### src/rtl/qsub_pkg.sv
package qsub_pkg;
  localparam int Q_LEN    = 96;
  localparam int CRC_W    = 16;
  localparam int PK_W     = 8;
  localparam int PAY_W    = Q_LEN - CRC_W;
  localparam int CNT_W    = $clog2(Q_LEN + 1);
  localparam logic [CRC_W-1:0] CRC_POLY = 16'h1021;

  function automatic logic [CRC_W-1:0] crc_step(input logic [CRC_W-1:0] c, input logic b);
    logic fb;
    logic [CRC_W-1:0] r;
    fb = c[CRC_W-1] ^ b;
    r  = {c[CRC_W-2:0], 1'b0};
    if (fb) r = r ^ CRC_POLY;
    return r;
  endfunction
endpackage

### src/rtl/qsub_accum.sv
module qsub_accum
  import qsub_pkg::*;
(
  input  logic             clk,
  input  logic             rst_n,
  input  logic             bit_i,
  input  logic             bit_vld_i,
  input  logic             sync_i,
  output logic [PAY_W-1:0] pay_o,
  output logic             good_o
);
  localparam logic [CNT_W-1:0] CNT_FULL = CNT_W'(Q_LEN);
  localparam logic [CNT_W-1:0] CNT_LAST = CNT_W'(Q_LEN - 1);
  localparam logic [CNT_W-1:0] CNT_PAY  = CNT_W'(PAY_W);

  logic [Q_LEN-1:0] sh_q, sh_d;
  logic [CNT_W-1:0] cnt_q, cnt_d;
  logic [CRC_W-1:0] crc_q, crc_d;
  logic             done_q, done_d;
  logic             sh_en;

  assign sh_en = bit_vld_i && !sync_i && (cnt_q < CNT_FULL);

  always_comb begin
    sh_d   = sh_q;
    cnt_d  = cnt_q;
    crc_d  = crc_q;
    done_d = 1'b0;
    if (sync_i) begin
      cnt_d = '0;
      crc_d = '0;
    end else if (sh_en) begin
      sh_d  = {sh_q[Q_LEN-2:0], bit_i};
      cnt_d = cnt_q + 1'b1;
      if (cnt_q < CNT_PAY) crc_d = crc_step(crc_q, bit_i);
      if (cnt_q == CNT_LAST) done_d = 1'b1;
    end
  end

  always_ff @(posedge clk or negedge rst_n) begin
    if (!rst_n) begin
      sh_q   <= '0;
      cnt_q  <= '0;
      crc_q  <= '0;
      done_q <= 1'b0;
    end else begin
      sh_q   <= sh_d;
      cnt_q  <= cnt_d;
      crc_q  <= crc_d;
      done_q <= done_d;
    end
  end

  assign pay_o  = sh_q[Q_LEN-1:CRC_W];
  assign good_o = done_q && (sh_q[CRC_W-1:0] == ~crc_q);
endmodule

### src/rtl/qsub_peak.sv
module qsub_peak
  import qsub_pkg::*;
#(
  parameter int SMP_W = 16
) (
  input  logic             clk,
  input  logic             rst_n,
  input  logic             vld_i,
  input  logic [SMP_W-1:0] smp_i,
  input  logic             clr_i,
  output logic [PK_W-1:0]  peak_o
);
  logic [PK_W-1:0] pk_q, pk_d, cand, base;

  assign cand = smp_i[SMP_W-1] ? '0 : smp_i[SMP_W-2 -: PK_W];
  assign base = clr_i ? '0 : pk_q;

  always_comb begin
    pk_d = base;
    if (vld_i && (cand > base)) pk_d = cand;
  end

  always_ff @(posedge clk or negedge rst_n) begin
    if (!rst_n) pk_q <= '0;
    else        pk_q <= pk_d;
  end

  assign peak_o = pk_q;
endmodule

### src/rtl/qsub_ctrl.sv
module qsub_ctrl
  import qsub_pkg::*;
#(
  parameter int READY_HOLD = 400,
  parameter int GRACE      = 60
) (
  input  logic             clk,
  input  logic             rst_n,
  input  logic             good_i,
  input  logic [PAY_W-1:0] pay_i,
  input  logic             rd_start_i,
  input  logic             rd_done_i,
  output logic [PAY_W-1:0] hold_o,
  output logic             rdy_n_o,
  output logic             reading_o,
  output logic             clr_o
);
  localparam int TMR_W = $clog2(READY_HOLD);
  localparam int GR_W  = $clog2(GRACE + 1);
  localparam logic [TMR_W-1:0] TMR_END = TMR_W'(READY_HOLD - 1);
  localparam logic [GR_W-1:0]  GR_INIT = GR_W'(GRACE);

  logic [PAY_W-1:0] hold_q, hold_d, pend_q, pend_d;
  logic             hvld_q, hvld_d, pvld_q, pvld_d;
  logic             rd_q, rd_d, rdy_n_q, rdy_n_d;
  logic [TMR_W-1:0] tmr_q, tmr_d;
  logic [GR_W-1:0]  gr_q, gr_d;
  logic             done, load_now, to_pend, start_ok;

  assign done     = rd_q && rd_done_i;
  assign load_now = good_i && (!rd_q || rd_done_i);
  assign to_pend  = good_i && rd_q && !rd_done_i;
  assign start_ok = rd_start_i && !rd_q && hvld_q && (!rdy_n_q || (gr_q != '0));

  always_comb begin
    hold_d  = hold_q;
    hvld_d  = hvld_q;
    pend_d  = pend_q;
    pvld_d  = pvld_q;
    rd_d    = rd_q;
    rdy_n_d = rdy_n_q;
    tmr_d   = tmr_q;
    gr_d    = gr_q;
    if (to_pend) begin
      pend_d = pay_i;
      pvld_d = 1'b1;
    end
    if (done) begin
      rd_d   = 1'b0;
      pvld_d = 1'b0;
    end
    if (start_ok) rd_d = 1'b1;
    if (load_now) begin
      hold_d = pay_i;
      hvld_d = 1'b1;
    end else if (done && pvld_q) begin
      hold_d = pend_q;
    end
    if (load_now || (done && pvld_q)) begin
      rdy_n_d = 1'b0;
      tmr_d   = '0;
      gr_d    = '0;
    end else if (done) begin
      rdy_n_d = 1'b1;
      gr_d    = '0;
    end else if (!rd_q && !rdy_n_q) begin
      if (tmr_q == TMR_END) begin
        rdy_n_d = 1'b1;
        tmr_d   = '0;
        gr_d    = GR_INIT;
      end else begin
        tmr_d = tmr_q + 1'b1;
      end
    end else if (!rd_q && (gr_q != '0)) begin
      gr_d = gr_q - 1'b1;
    end
  end

  always_ff @(posedge clk or negedge rst_n) begin
    if (!rst_n) begin
      hold_q  <= '0;
      hvld_q  <= 1'b0;
      pend_q  <= '0;
      pvld_q  <= 1'b0;
      rd_q    <= 1'b0;
      rdy_n_q <= 1'b1;
      tmr_q   <= '0;
      gr_q    <= '0;
    end else begin
      hold_q  <= hold_d;
      hvld_q  <= hvld_d;
      pend_q  <= pend_d;
      pvld_q  <= pvld_d;
      rd_q    <= rd_d;
      rdy_n_q <= rdy_n_d;
      tmr_q   <= tmr_d;
      gr_q    <= gr_d;
    end
  end

  assign hold_o    = hold_q;
  assign rdy_n_o   = rdy_n_q;
  assign reading_o = rd_q;
  assign clr_o     = done;
endmodule

### src/rtl/qsub_reg.sv
module qsub_reg
  import qsub_pkg::*;
#(
  parameter int SMP_W      = 16,
  parameter int READY_HOLD = 400,
  parameter int GRACE      = 60
) (
  input  logic             clk,
  input  logic             rst_n,
  input  logic             sc_bit,
  input  logic             sc_bit_vld,
  input  logic             sc_sync,
  input  logic             aud_vld,
  input  logic [SMP_W-1:0] aud_left,
  input  logic [SMP_W-1:0] aud_right,
  input  logic             rd_start,
  input  logic             rd_done,
  output logic [Q_LEN-1:0] q_word,
  output logic             rdy_n
);
  logic [PAY_W-1:0] acc_pay, hold;
  logic             acc_good, reading, pk_clr;
  logic [SMP_W-1:0] smp [2];
  logic [PK_W-1:0]  pk  [2];
  logic [PK_W-1:0]  pk_l, pk_r;

  qsub_accum u_acc (
    .clk(clk), .rst_n(rst_n), .bit_i(sc_bit), .bit_vld_i(sc_bit_vld),
    .sync_i(sc_sync), .pay_o(acc_pay), .good_o(acc_good)
  );

  qsub_ctrl #(.READY_HOLD(READY_HOLD), .GRACE(GRACE)) u_ctl (
    .clk(clk), .rst_n(rst_n), .good_i(acc_good), .pay_i(acc_pay),
    .rd_start_i(rd_start), .rd_done_i(rd_done), .hold_o(hold),
    .rdy_n_o(rdy_n), .reading_o(reading), .clr_o(pk_clr)
  );

  assign smp[0] = aud_left;
  assign smp[1] = aud_right;

  for (genvar ch = 0; ch < 2; ch++) begin : g_pk
    qsub_peak #(.SMP_W(SMP_W)) u_pk (
      .clk(clk), .rst_n(rst_n), .vld_i(aud_vld), .smp_i(smp[ch]),
      .clr_i(pk_clr), .peak_o(pk[ch])
    );
  end

  assign pk_l = pk[0];
  assign pk_r = pk[1];
  assign q_word[Q_LEN-1:CRC_W] = hold;

  for (genvar i = 0; i < PK_W; i++) begin : g_rev
    assign q_word[CRC_W-1-i] = pk_l[i];
    assign q_word[PK_W-1-i]  = pk_r[i];
  end
endmodule

### config.mk
export PLATFORM = sky130hd
export DESIGN_NAME = qsub_reg
export DESIGN_NICKNAME = d
export VERILOG_FILES = /design/src/rtl/qsub_pkg.sv /design/src/rtl/qsub_accum.sv /design/src/rtl/qsub_peak.sv /design/src/rtl/qsub_ctrl.sv /design/src/rtl/qsub_reg.sv
export SDC_FILE = /design/constraint.sdc
export NUM_CORES = 1
export LEC_CHECK = 0
export BUFFER_PORTS_ARGS = -buffer_cell sky130_fd_sc_hd__buf_2
export CAP_MARGIN = 15
export CORE_MARGIN = 4
export CORE_UTILIZATION = 41
export DETAILED_ROUTE_END_ITERATION = 7
export GPL_ROUTABILITY_DRIVEN = 0
export PLACE_DENSITY = 0.58
export SYNTH_ARGS = -nofsm -noshare
export SYNTH_HDL_FRONTEND = slang
export SYNTH_SLANG_ARGS = --single-unit
### constraint.sdc
create_clock -name clk -period 3.31 [get_ports clk]
set_input_delay 0.331 -clock clk [delete_from_list [all_inputs] [get_ports clk]]
set_output_delay 0.331 -clock clk [all_outputs]
set_load 0.01 [all_outputs]
==> qor.txt <==
hpwl dp: 16750 um
Syn Nets: 1027
period utilisation layout: 0.8059
worst hold slack: 0.07167 ns
CP startpoint kind: flip-flop
kind of end point of the critical path: flip-flop
CTS tree: yes
H-tree depth: 2
Area Growth Syn to Fin: 16.59%
Cell Rows: 67
Required @ worst endpoint: 3.68 ns
Final Critical Period: 2.668 ns
pin count of the biggest net entering global routing: 95
cell area after layout: 0.01633 mm^2
CTS max path bufs: 3
Syn Inst Count: 967
RSZ-0062 raised after global routing: false
grt met2 use: 0.2388
vias: 7899
register area: 0.007884 mm^2
Cell Area, Synth: 0.01400 mm^2
met3 usage: 0.02695
sequential area share after synthesis: 0.5630
die area: 0.03717 mm^2
clk_lat worst skew: 0.50 ns
clock-pin slew of the registers on the worst-case setup and hold paths: 0.06 ns
distinct cell type count after synthesis: 44
Nets: 1164
global route overflow: 0
fill count: 2976
CTS sink cnt: 315
Final TNS setup: 0 ns
Inserted Diodes: 0
worst path arrival time: 3.04 ns
synthesis-stage register bit count: 315
CTS root buf: clkbuf_16
DR pass1 iterations: 4
Post-Syn Area per Cell: 14.48 um^2
vias in the first global route: 8293
maxcap violations: 0
gr busiest metal: met2
global-route wire length before repair: 44480 um
Die Wd: 192.8 um
status: finished clean
DRC: 0
Least-Margin Pin Slew: 0.7828 ns
crit-path max FO: 24
PwrDens: 545.9 mW/mm^2
GRT Overall Usage: 0.1469
IO Port Bufs: 122
DR iter-0 viols: 343
proportion of layout cells with a drive suffix above 1: 0.4831
Pleak: 0.008667 uW
placed instance area: 0.01524 mm^2
Die H: 192.8 um
Multi-input gate area: 0.005811 mm^2
Post-DRT Antenna Nets: 0
VDD IR-drop max: 0.3789 mV
CTS Buf Count: 36
Routed WL: 26500 um
Synth Flop Type: dfrtp_1
Vias per Instance: 5.025
placed cell count: 1513
final number of hold-violating endpoints: 0
wire length per cell: 16.86 um
dpl ws: 0.6375 ns
commonest non-fill, non-tap cells in the layout: dfrtp_1, mux2_2, buf_2, mux2_4, clkbuf_16
met1 usage: 0.2031
Max Transition Viols Final: 0
Max Fclk: 374.9 MHz
post-CTS sizing: 0
Post-synth EDFFs: 0
FFs w/ async S/R, synth: 1.000
Yosys warnings: 0
Non-Filler Instances: 1572
I/O pin cnt: 137
Core Region: 0.03362 mm^2
worst hold path class: input pin to flip-flop
WS Path Type: flip-flop to flip-flop
final-report setup violation count: 0
worst setup margin: 0.6423 ns
Final Skew: 0.01450 ns
Slew headroom: 0.4733
initial core utilization: 0.4165
commonest non-fill, non-tap cell in the layout: dfrtp_1
initial antenna violation count: 0
-- worst max-delay path, cell delays in order, from the launching register on --
cell     delay, ns
dfrtp_1       0.41
xnor2_1       0.14
nor4_1        0.33
nand3_1       0.19
or4_4         0.78
buf_4         0.34
mux2_4        0.32
-- cells in the mapped netlist (3+ instances only) --
cell type / instances / share of area
and3_1: 7 / 0.0031
xnor2_1: 14 / 0.0088
mux2_4: 68 / 0.073
a22o_1: 16 / 0.010
nand3b_1: 3 / 0.0016
o21ai_0: 16 / 0.0057
a21oi_1: 11 / 0.0039
dfrtp_1: 314 / 0.56
o21a_1: 3 / 0.0016
nand3_1: 9 / 0.0032
nor3_1: 5 / 0.0018
nand4_1: 9 / 0.0040
and2_1: 8 / 0.0036
buf_2: 13 / 0.0046
buf_6: 8 / 0.0064
nor4_1: 4 / 0.0018
buf_1: 5 / 0.0013
nor2_1: 18 / 0.0048
clkbuf_1: 22 / 0.0059
xor2_1: 12 / 0.0075
ha_1: 20 / 0.018
nand2_1: 28 / 0.0075
nand2b_1: 17 / 0.0076
o211ai_1: 7 / 0.0038
nor2b_1: 4 / 0.0018
mux2_2: 270 / 0.22
mux2i_1: 18 / 0.013
inv_1: 19 / 0.0051
-- sequential cells by signal, indices dropped and copies added (netlist names) --
signal	cells
u_ctl.pend_q	80
u_ctl.rdy_n_o	1
u_acc.sh_q	96
u_ctl.hold_o	80
g_pk.u_pk.peak_o	16
u_ctl.pvld_q	1
u_acc.cnt_q	7
u_acc.crc_q	16
u_acc.done_q	1
u_ctl.gr_q	6
u_ctl.tmr_q	9
u_ctl.hvld_q	1
u_ctl.reading_o	1
-- routing by layer --
metal | vias up | wire length [um]
met4 | 0 | 564
met3 | 35 | 1000
li1 | 3736 | -
met5 | - | 0
met1 | 4025 | 12420
met2 | 103 | 12520
-- final cells by class --
type / instances / share of cell area
sequential: 315 / 0.4829
timing repair buffer: 147 / 0.05656
clock buffer: 47 / 0.06085
inverter: 19 / 0.004368
tap: 448 / 0.03433
clock inverter: 11 / 0.005058
multi-input combinational: 585 / 0.3559
-- power breakdown --
part           switching [uW]  leakage, uW  internal [uW]
Combinational             519      0.00379            478
Clock                    1490     0.000535           2180
Sequential                193      0.00434           4060
-- repair_timing --
item | CTS | global route
setup endpoints to repair | 0 | 0
buffers inserted | 0 | 0
hold endpoints to repair | 87 | 0
hold buffers | 1 | 0
-- cell families (layout without fill, tap and decap cells) --
logic type                 count (synthesis)  after routing  synth area share
muxes                                    356            356            0.3029
buffers and inverters                     67            224           0.02341
and+or+nand+nor                          120            120           0.04584
xor gates and xnor gates                  26             26           0.01626
DFF                                      315            315            0.5630
AOI/OAI and AO/OA                         63             63           0.03065
adders and majority gates                 20             20           0.01787
-- through the flow --
stage,utilization,power (uW)
after global routing,0.4857,9394
after floorplan,-,4965
after global placement,0.4533,5318
after detailed placement,0.4533,5331
final,0.4857,8913
after CTS,0.4857,9079
-- path summary, 6_finish.rpt --
kind                               start               end  slack [ns]  cells after the start
setup / recovery           u_acc.sh_q[6]  u_ctl.hold_o[47]        0.64                      6
hold / removal                  rd_start   u_ctl.reading_o        0.07                      2
setup reg to reg           u_acc.sh_q[6]  u_ctl.hold_o[47]        0.64                      6
hold reg to reg             u_ctl.hvld_q      u_ctl.hvld_q        0.47                      1
max in group asynchronous          rst_n    u_acc.sh_q[84]        1.90                      4
min in group asynchronous          rst_n  u_ctl.hold_o[74]        0.42                      2
No activity file was read; power rests on OpenSTA's default activity.
